File: config.mk
export PLATFORM = sky130hd
export DESIGN_NAME = sclk_route
export DESIGN_NICKNAME = d
export VERILOG_FILES = /design/src/rtl/sclk_pkg.sv /design/src/rtl/sclk_edge_sync.sv /design/src/rtl/sclk_txdiv.sv /design/src/rtl/sclk_clk_mux.sv /design/src/rtl/sclk_route.sv
export SDC_FILE = /design/constraint.sdc
export NUM_CORES = 1
export LEC_CHECK = 0
export ABC_AREA = 1
export BUFFER_PORTS_ARGS = -buffer_cell sky130_fd_sc_hd__buf_2
export CAP_MARGIN = 30
export CORE_MARGIN = 2
export CORE_UTILIZATION = 44
export DETAILED_ROUTE_END_ITERATION = 8
export PLACE_DENSITY = 0.72
export SYNTH_ARGS = -nofsm -noshare
export SYNTH_HDL_FRONTEND = slang
export SYNTH_SLANG_ARGS = --single-unit
File: constraint.sdc
create_clock -name clk -period 1.4 [get_ports clk]
set_clock_uncertainty 0.1 [all_clocks]
set_input_delay 0.21 -clock clk [delete_from_list [all_inputs] [get_ports clk]]
set_output_delay 0.21 -clock clk [all_outputs]
set_load 0.005 [all_outputs]
File: src/rtl/sclk_pkg.sv
package sclk_pkg;

  // Source codes shared by the receive and transmit select fields.
  typedef enum logic [1:0] {
    SRC_PIN_A = 2'b00,
    SRC_PIN_B = 2'b01,
    SRC_BRG   = 2'b10,
    SRC_PLL   = 2'b11
  } src_e;

  // Codes for what pin B drives when it is an output.
  typedef enum logic [1:0] {
    PB_TX     = 2'b00,
    PB_RX     = 2'b01,
    PB_BRG    = 2'b10,
    PB_PLL_RX = 2'b11
  } pbsel_e;

  // Field positions inside the clock-mode word.
  localparam int CM_RX_HI = 6;
  localparam int CM_RX_LO = 5;
  localparam int CM_TX_HI = 4;
  localparam int CM_TX_LO = 3;
  localparam int CM_OE    = 2;
  localparam int CM_PB_HI = 1;
  localparam int CM_PB_LO = 0;

  // Four-way pick. srcs[0] holds code 00 and srcs[3] holds code 11.
  function automatic logic pick4(input logic [1:0] sel, input logic [3:0] srcs);
    return srcs[sel];
  endfunction

  // Divider ratio. Biphase codings use the short ratio, level codings the long one.
  function automatic int unsigned div_ratio(input logic biphase,
                                            input int unsigned fm_div,
                                            input int unsigned lvl_div);
    return biphase ? fm_div : lvl_div;
  endfunction

endpackage

File: src/rtl/sclk_edge_sync.sv
module sclk_edge_sync #(
  parameter int STAGES = 2
) (
  input  logic clk,
  input  logic rst_n,
  input  logic pin_lvl,
  output logic rise
);

  logic [STAGES-1:0] shreg;
  logic              last_q;

  generate
    if (STAGES == 1) begin : g_one
      always_ff @(posedge clk or negedge rst_n) begin
        if (!rst_n) shreg <= '0;
        else        shreg <= pin_lvl;
      end
    end else begin : g_many
      always_ff @(posedge clk or negedge rst_n) begin
        if (!rst_n) shreg <= '0;
        else        shreg <= {shreg[STAGES-2:0], pin_lvl};
      end
    end
  endgenerate

  always_ff @(posedge clk or negedge rst_n) begin
    if (!rst_n) last_q <= 1'b0;
    else        last_q <= shreg[STAGES-1];
  end

  assign rise = shreg[STAGES-1] & ~last_q;

endmodule

File: src/rtl/sclk_txdiv.sv
module sclk_txdiv
  import sclk_pkg::*;
#(
  parameter int DIV_FM  = 16,
  parameter int DIV_LVL = 32,
  parameter int CW      = 5
) (
  input  logic          clk,
  input  logic          rst_n,
  input  logic [1:0]    enc_sel,
  input  logic          ref_tick,
  output logic          div_tick,
  output logic          enc_chg,
  output logic [CW-1:0] cnt
);

  logic [1:0]    enc_q;
  logic [CW-1:0] lim;
  logic          at_lim;

  always_comb begin
    lim    = CW'(div_ratio(enc_sel[1], DIV_FM, DIV_LVL) - 1);
    at_lim = (cnt == lim);
  end

  assign enc_chg  = (enc_sel != enc_q);
  assign div_tick = ref_tick & at_lim & ~enc_chg;

  always_ff @(posedge clk or negedge rst_n) begin
    if (!rst_n) begin
      enc_q <= 2'b00;
      cnt   <= '0;
    end else begin
      enc_q <= enc_sel;
      if (enc_chg)       cnt <= '0;
      else if (ref_tick) cnt <= at_lim ? '0 : cnt + 1'b1;
    end
  end

endmodule

File: src/rtl/sclk_clk_mux.sv
module sclk_clk_mux
  import sclk_pkg::*;
(
  input  logic       pa_rise,
  input  logic       pb_rise,
  input  logic       brg_tick,
  input  logic       pll_rx_tick,
  input  logic       div_tick,
  input  logic [6:0] cmode,
  output logic       rx_en,
  output logic       tx_en,
  output logic       pb_out,
  output logic       pb_oe
);

  logic pb_usable;
  logic pb_pick;

  always_comb begin
    pb_oe     = cmode[CM_OE];
    // A pin that is driven out never serves as an input source.
    pb_usable = pb_rise & ~pb_oe;
    rx_en     = pick4(cmode[CM_RX_HI:CM_RX_LO], {pll_rx_tick, brg_tick, pb_usable, pa_rise});
    tx_en     = pick4(cmode[CM_TX_HI:CM_TX_LO], {div_tick,    brg_tick, pb_usable, pa_rise});
    pb_pick   = pick4(cmode[CM_PB_HI:CM_PB_LO], {pll_rx_tick, brg_tick, rx_en,     tx_en});
    pb_out    = pb_oe & pb_pick;
  end

endmodule

File: src/rtl/sclk_route.sv
module sclk_route
  import sclk_pkg::*;
#(
  parameter int SYNC_STAGES = 2,
  parameter int DIV_FM      = 16,
  parameter int DIV_LVL     = 32
) (
  input  logic       clk,
  input  logic       rst_n,
  input  logic       clkpin_a_in,
  input  logic       clkpin_b_in,
  input  logic       brg_tick,
  input  logic       dpll_rx_tick,
  input  logic       dpll_ref_tick,
  input  logic [6:0] cmode,
  input  logic [1:0] enc_sel,
  output logic       rx_clk_en,
  output logic       tx_clk_en,
  output logic       clkpin_b_out,
  output logic       clkpin_b_oe
);

  localparam int NPINS = 2;
  localparam int DMAX  = (DIV_FM > DIV_LVL) ? DIV_FM : DIV_LVL;
  localparam int CW    = (DMAX > 2) ? $clog2(DMAX) : 1;

  logic [NPINS-1:0] pin_lvl;
  logic [NPINS-1:0] pin_rise;

  // Internal events, named so the checker can observe them.
  logic          pa_rise;
  logic          pb_rise;
  logic          div_tick;
  logic          enc_chg;
  logic [CW-1:0] div_cnt;

  assign pin_lvl = {clkpin_b_in, clkpin_a_in};

  generate
    for (genvar g = 0; g < NPINS; g++) begin : g_pin
      sclk_edge_sync #(.STAGES(SYNC_STAGES)) u_sync (
        .clk     (clk),
        .rst_n   (rst_n),
        .pin_lvl (pin_lvl[g]),
        .rise    (pin_rise[g])
      );
    end
  endgenerate

  assign pa_rise = pin_rise[0];
  assign pb_rise = pin_rise[1];

  sclk_txdiv #(.DIV_FM(DIV_FM), .DIV_LVL(DIV_LVL), .CW(CW)) u_div (
    .clk      (clk),
    .rst_n    (rst_n),
    .enc_sel  (enc_sel),
    .ref_tick (dpll_ref_tick),
    .div_tick (div_tick),
    .enc_chg  (enc_chg),
    .cnt      (div_cnt)
  );

  sclk_clk_mux u_mux (
    .pa_rise     (pa_rise),
    .pb_rise     (pb_rise),
    .brg_tick    (brg_tick),
    .pll_rx_tick (dpll_rx_tick),
    .div_tick    (div_tick),
    .cmode       (cmode),
    .rx_en       (rx_clk_en),
    .tx_en       (tx_clk_en),
    .pb_out      (clkpin_b_out),
    .pb_oe       (clkpin_b_oe)
  );

endmodule

==> summary by stage <==
Outcome
The run finished, with violations left. The final reports fail on negative setup slack.

Cells and area
Of the cells placed in the final design, the portion with a size suffix greater than 1 is 42.40%. The finished cells cover 998.5 sq um. The area added between synthesis and finish is 40.99%. The final antenna diode count is 0. After the last flow step, the layout net total stands at 143.

Critical path
Traced cell by cell, the critical path runs through ha_2 > nand2_2 > nor2_4 > nand2_2 > nor2_4 > nand2_2 > nand2_2 > nand3_2 > a21oi_2 > buf_2. The worst setup path is of the flop to output port kind. The most used cell along the critical path is sky130_fd_sc_hd__nand2_2. The type of element capturing the critical path is an output port. The type of origin of the critical path is a flop.

For this run, the slowest stage of the critical path takes 0.37 ns. Data on the critical path is required at its endpoint by 1.09 ns. Among all stages on the critical path, the largest delay is contributed by sky130_fd_sc_hd__dfrtp_1. For the worst setup path, the data arrival time is 1.55 ns. The critical register-to-register path startpoint is u_div.enc_q[1]. The maximum fanout along the worst path is 2. The launch point of the worst path is u_div.cnt[1].

Timing
Measured against its own limit, the worst slew margin works out to 81.32%. The final worst setup slack is -0.4608 ns. Derived from the worst setup path, the maximum achievable clock frequency is 0.5374 GHz. Setup repair after global routing could not meet its margin everywhere.

At the pin with the least slew margin, the transition time is 0.2802 ns. After layout, the worst path uses 132.9% of the clock period. The max-slew violation count is 0. Setup violations remaining at the end of the flow were counted as 2. The total negative setup slack is -0.8624 ns. The smallest clock period supported by the final layout is computed as 1.861 ns. The final count of hold timing violations was 0.

Power
VDD sags by at most 0.7158 mV. The static power due to leakage is 0.5317 nW. Dividing total power by cell area gives a power density of 760.4 mW/mm^2.

Floorplan
The die covers 0.001947 sq mm. The initial utilization of the core area, before any placement, comes to 47.01%. The die is 44.12 um tall. The number of placement rows is 14.

The die is 44.12 um wide. The I/O pin total is 20. The core footprint is 0.001506 sq mm.

Synth
The largest family of logic cells by synthesized area is simple AND/OR/NAND/NOR gates. The number of flip-flops and latches in the synthesized netlist is 13. Synthesis produced 88 cells.

The post-synthesis share of cell area spent on xor and xnor gates is 1.237%. When the netlist entered floorplanning its net count stood at 105. The number of different library cells in the post-synthesis netlist is 21.

The portion of synthesized area spent on multiplexers is 0%. Of the total synthesized cell area, the portion taken by full adders, half adders and majority gates is 1.767%. The cell area after synthesis is 708.2 sq um. During synthesis, Yosys emitted a total of 0 warnings.

The synthesized netlist devotes 7.067% of its cell area to compound gates. The post-synthesis simple-gate area fraction is 33.39%. Summing the sequential cell areas from Yosys gives 45.94% of the chip area. The mean area per synthesized cell is 8.047 sq um.

Clock network
The TritonCTS clock tree is done. The root cell of the clock tree is sky130_fd_sc_hd__clkbuf_4. The clock net in this run drives a total of 13 sinks. The clock passes through at most 2 buffers. At the later pin of the worst-skew pair, clock insertion delay measures 0.27 ns.

Clock-pin slew was measured on the worst setup and hold paths at 0.08 ns. In this run, CTS created clock tree buffers numbering 3. In this run the number of H-tree levels came out at 1.

GRT
The first global-routing pass estimated 2152 um of wire. The global-route usage over all layers is 15.29%. The largest net degree at the start of global routing is 14. The initial antenna violation count is 0.

Global routing finished with a remaining overflow of 0. The number of global-route vias before repair came to 553.

Min path
The tightest min-delay check is of the input port to flop type. The start point of the worst hold path is dpll_ref_tick.

Routing
Once detail routing completed, the nets flagged for antenna violations numbered 0. The aggregate routed wire length is 1362 um. The overall via count from detail_route is 650. The post-route DRC violation count is 0.

The number of search-and-repair iterations in the first detailed-routing pass is 2. The detailed router finished its first iteration with 4 violations. The routed via count divided by cell count is 4.610. After detailed routing, the average wire length per cell comes to 9.660 um.

Place
The placed instance area is 860.8 sq um. The congestion estimate from routability-driven global placement came to 0.7585. The number of buffer cells added on primary ports is 19. Detailed placement finished with a half-perimeter wire length of 1022 um.

Flow run
The max capacitance violation total is 0.
-- final cells by class --
class | instances | area [sq um]
Multi-Input combinational cell | 56 | 332.8
Sequential cell | 13 | 325.3
Fill cell | 137 | 508.0
Clock buffer | 4 | 26.28
Inverter | 18 | 70.07
Timing Repair Buffer | 34 | 224.0
Tap cell | 16 | 20.02
-- per-stage QoR --
stage	utilization [%]	std cells	setup slack, ns	hold WS [ns]	total power [mW]
after global routing	66.28	141	-0.5790	0.1189	0.8040
after floorplan	-	88	-0.08276	-0.1856	0.4613
final	66.28	141	-0.4608	0.1158	0.7593
after global placement	57.14	128	-0.1197	0.005058	0.5175
after CTS	63.37	139	-0.4620	0.09814	0.7637
after detailed placement	57.14	128	-0.1569	0.009166	0.5198
-- routing by layer --
layer | share of wire [%] | track usage, % | wire, um
met2 | 48 | 22.65 | 659
met4 | 1.5 | 10.91 | 20
met5 | 0 | 0 | 0
met1 | 46 | 21.11 | 628
met3 | 4.0 | 1.224 | 54
-- registers in the layout, summed over array words and instances, names as in the netlist --
register and count:
u_div.cnt 5, g_pin.u_sync.shreg 4, g_pin.u_sync.last_q 2, u_div.enc_q 2
-- cell families (layout without fill, tap and decap cells) --
family                     count (synthesis)  after routing
and+or+nand+nor                           46             46
AOI/OAI and AO/OA                          8              8
xor gates and xnor gates                   1              1
buffers and inverters                     19             56
adders and majority gates                  1              1
DFF                                       13             13
-- cell usage after synthesis --
cell type	instances	share of area [%]
sky130_fd_sc_hd__nor2_4	3	4.8
sky130_fd_sc_hd__nand2_2	5	4.4
sky130_fd_sc_hd__a21oi_2	1	1.2
sky130_fd_sc_hd__o21ai_1	1	0.71
sky130_fd_sc_hd__nand2_1	19	10
sky130_fd_sc_hd__clkinv_1	1	0.53
sky130_fd_sc_hd__nor2_1	4	2.1
sky130_fd_sc_hd__a21boi_1	1	1.1
sky130_fd_sc_hd__inv_2	5	2.7
sky130_fd_sc_hd__buf_4	1	1.1
sky130_fd_sc_hd__a21oi_1	4	2.8
sky130_fd_sc_hd__nand3_1	9	6.4
sky130_fd_sc_hd__nand4_1	3	2.7
sky130_fd_sc_hd__nand3_2	1	1.4
sky130_fd_sc_hd__dfrtp_1	13	46
sky130_fd_sc_hd__nor3_1	1	0.71
sky130_fd_sc_hd__and2_1	1	0.88
sky130_fd_sc_hd__ha_1	1	1.8
sky130_fd_sc_hd__o311ai_1	1	1.2
sky130_fd_sc_hd__inv_1	12	6.4
sky130_fd_sc_hd__xor2_1	1	1.2
-- critical path, delay by kind of cell (launching register included) --
| kind | cells | cell delay, ns |
|---|---|---|
| and+or+nand+nor | 7 | 0.51 |
| DFF | 1 | 0.37 |
| AOI/OAI and AO/OA | 1 | 0.10 |
| buffers and inverters | 1 | 0.11 |
| adders and majority gates | 1 | 0.20 |
-- cell usage in the layout (no fill, tap or decap), types with 5 or more instances in the layout --
cell	count
sky130_fd_sc_hd__inv_2	5
sky130_fd_sc_hd__dlygate4sd3_1	5
sky130_fd_sc_hd__nand3_1	7
sky130_fd_sc_hd__dfrtp_1	13
sky130_fd_sc_hd__buf_2	19
sky130_fd_sc_hd__inv_1	11
sky130_fd_sc_hd__nand2_1	18
sky130_fd_sc_hd__nand2_2	5
sky130_fd_sc_hd__buf_4	9
-- final timing paths --
| path | endpoint | slack [ns] | cells past startpoint |
|---|---|---|---|
| worst min-delay path | u_div.cnt[1] | 0.12 | 3 |
| worst max register to register | u_div.cnt[0] | 0.07 | 10 |
| worst min register to register | g_pin[1].u_sync.shreg[1] | 0.25 | 0 |
| min in group asynchronous | u_div.cnt[3] | 0.24 | 2 |
| worst max-delay path | clkpin_b_out | -0.46 | 10 |
| max in group asynchronous | g_pin[1].u_sync.shreg[1] | 0.73 | 2 |
-- power by group --
part | internal, mW | switching [mW]
Sequential | 0.389 | 0.00643
Clock | 0.110 | 0.113
Combinational | 0.0690 | 0.0724
Total | 0.568 | 0.191
-- what timing repair did --
action / in CTS / in global routing
pin swaps: 1 / 5
setup buffers: 2 / 2
gates resized for setup: 1 / 8
hold buffers: 5 / 0
endpoints found under the hold margin: 17 / 0
setup endpoints to repair: 3 / 5
Note: power is estimated with default switching activity, not from simulation.
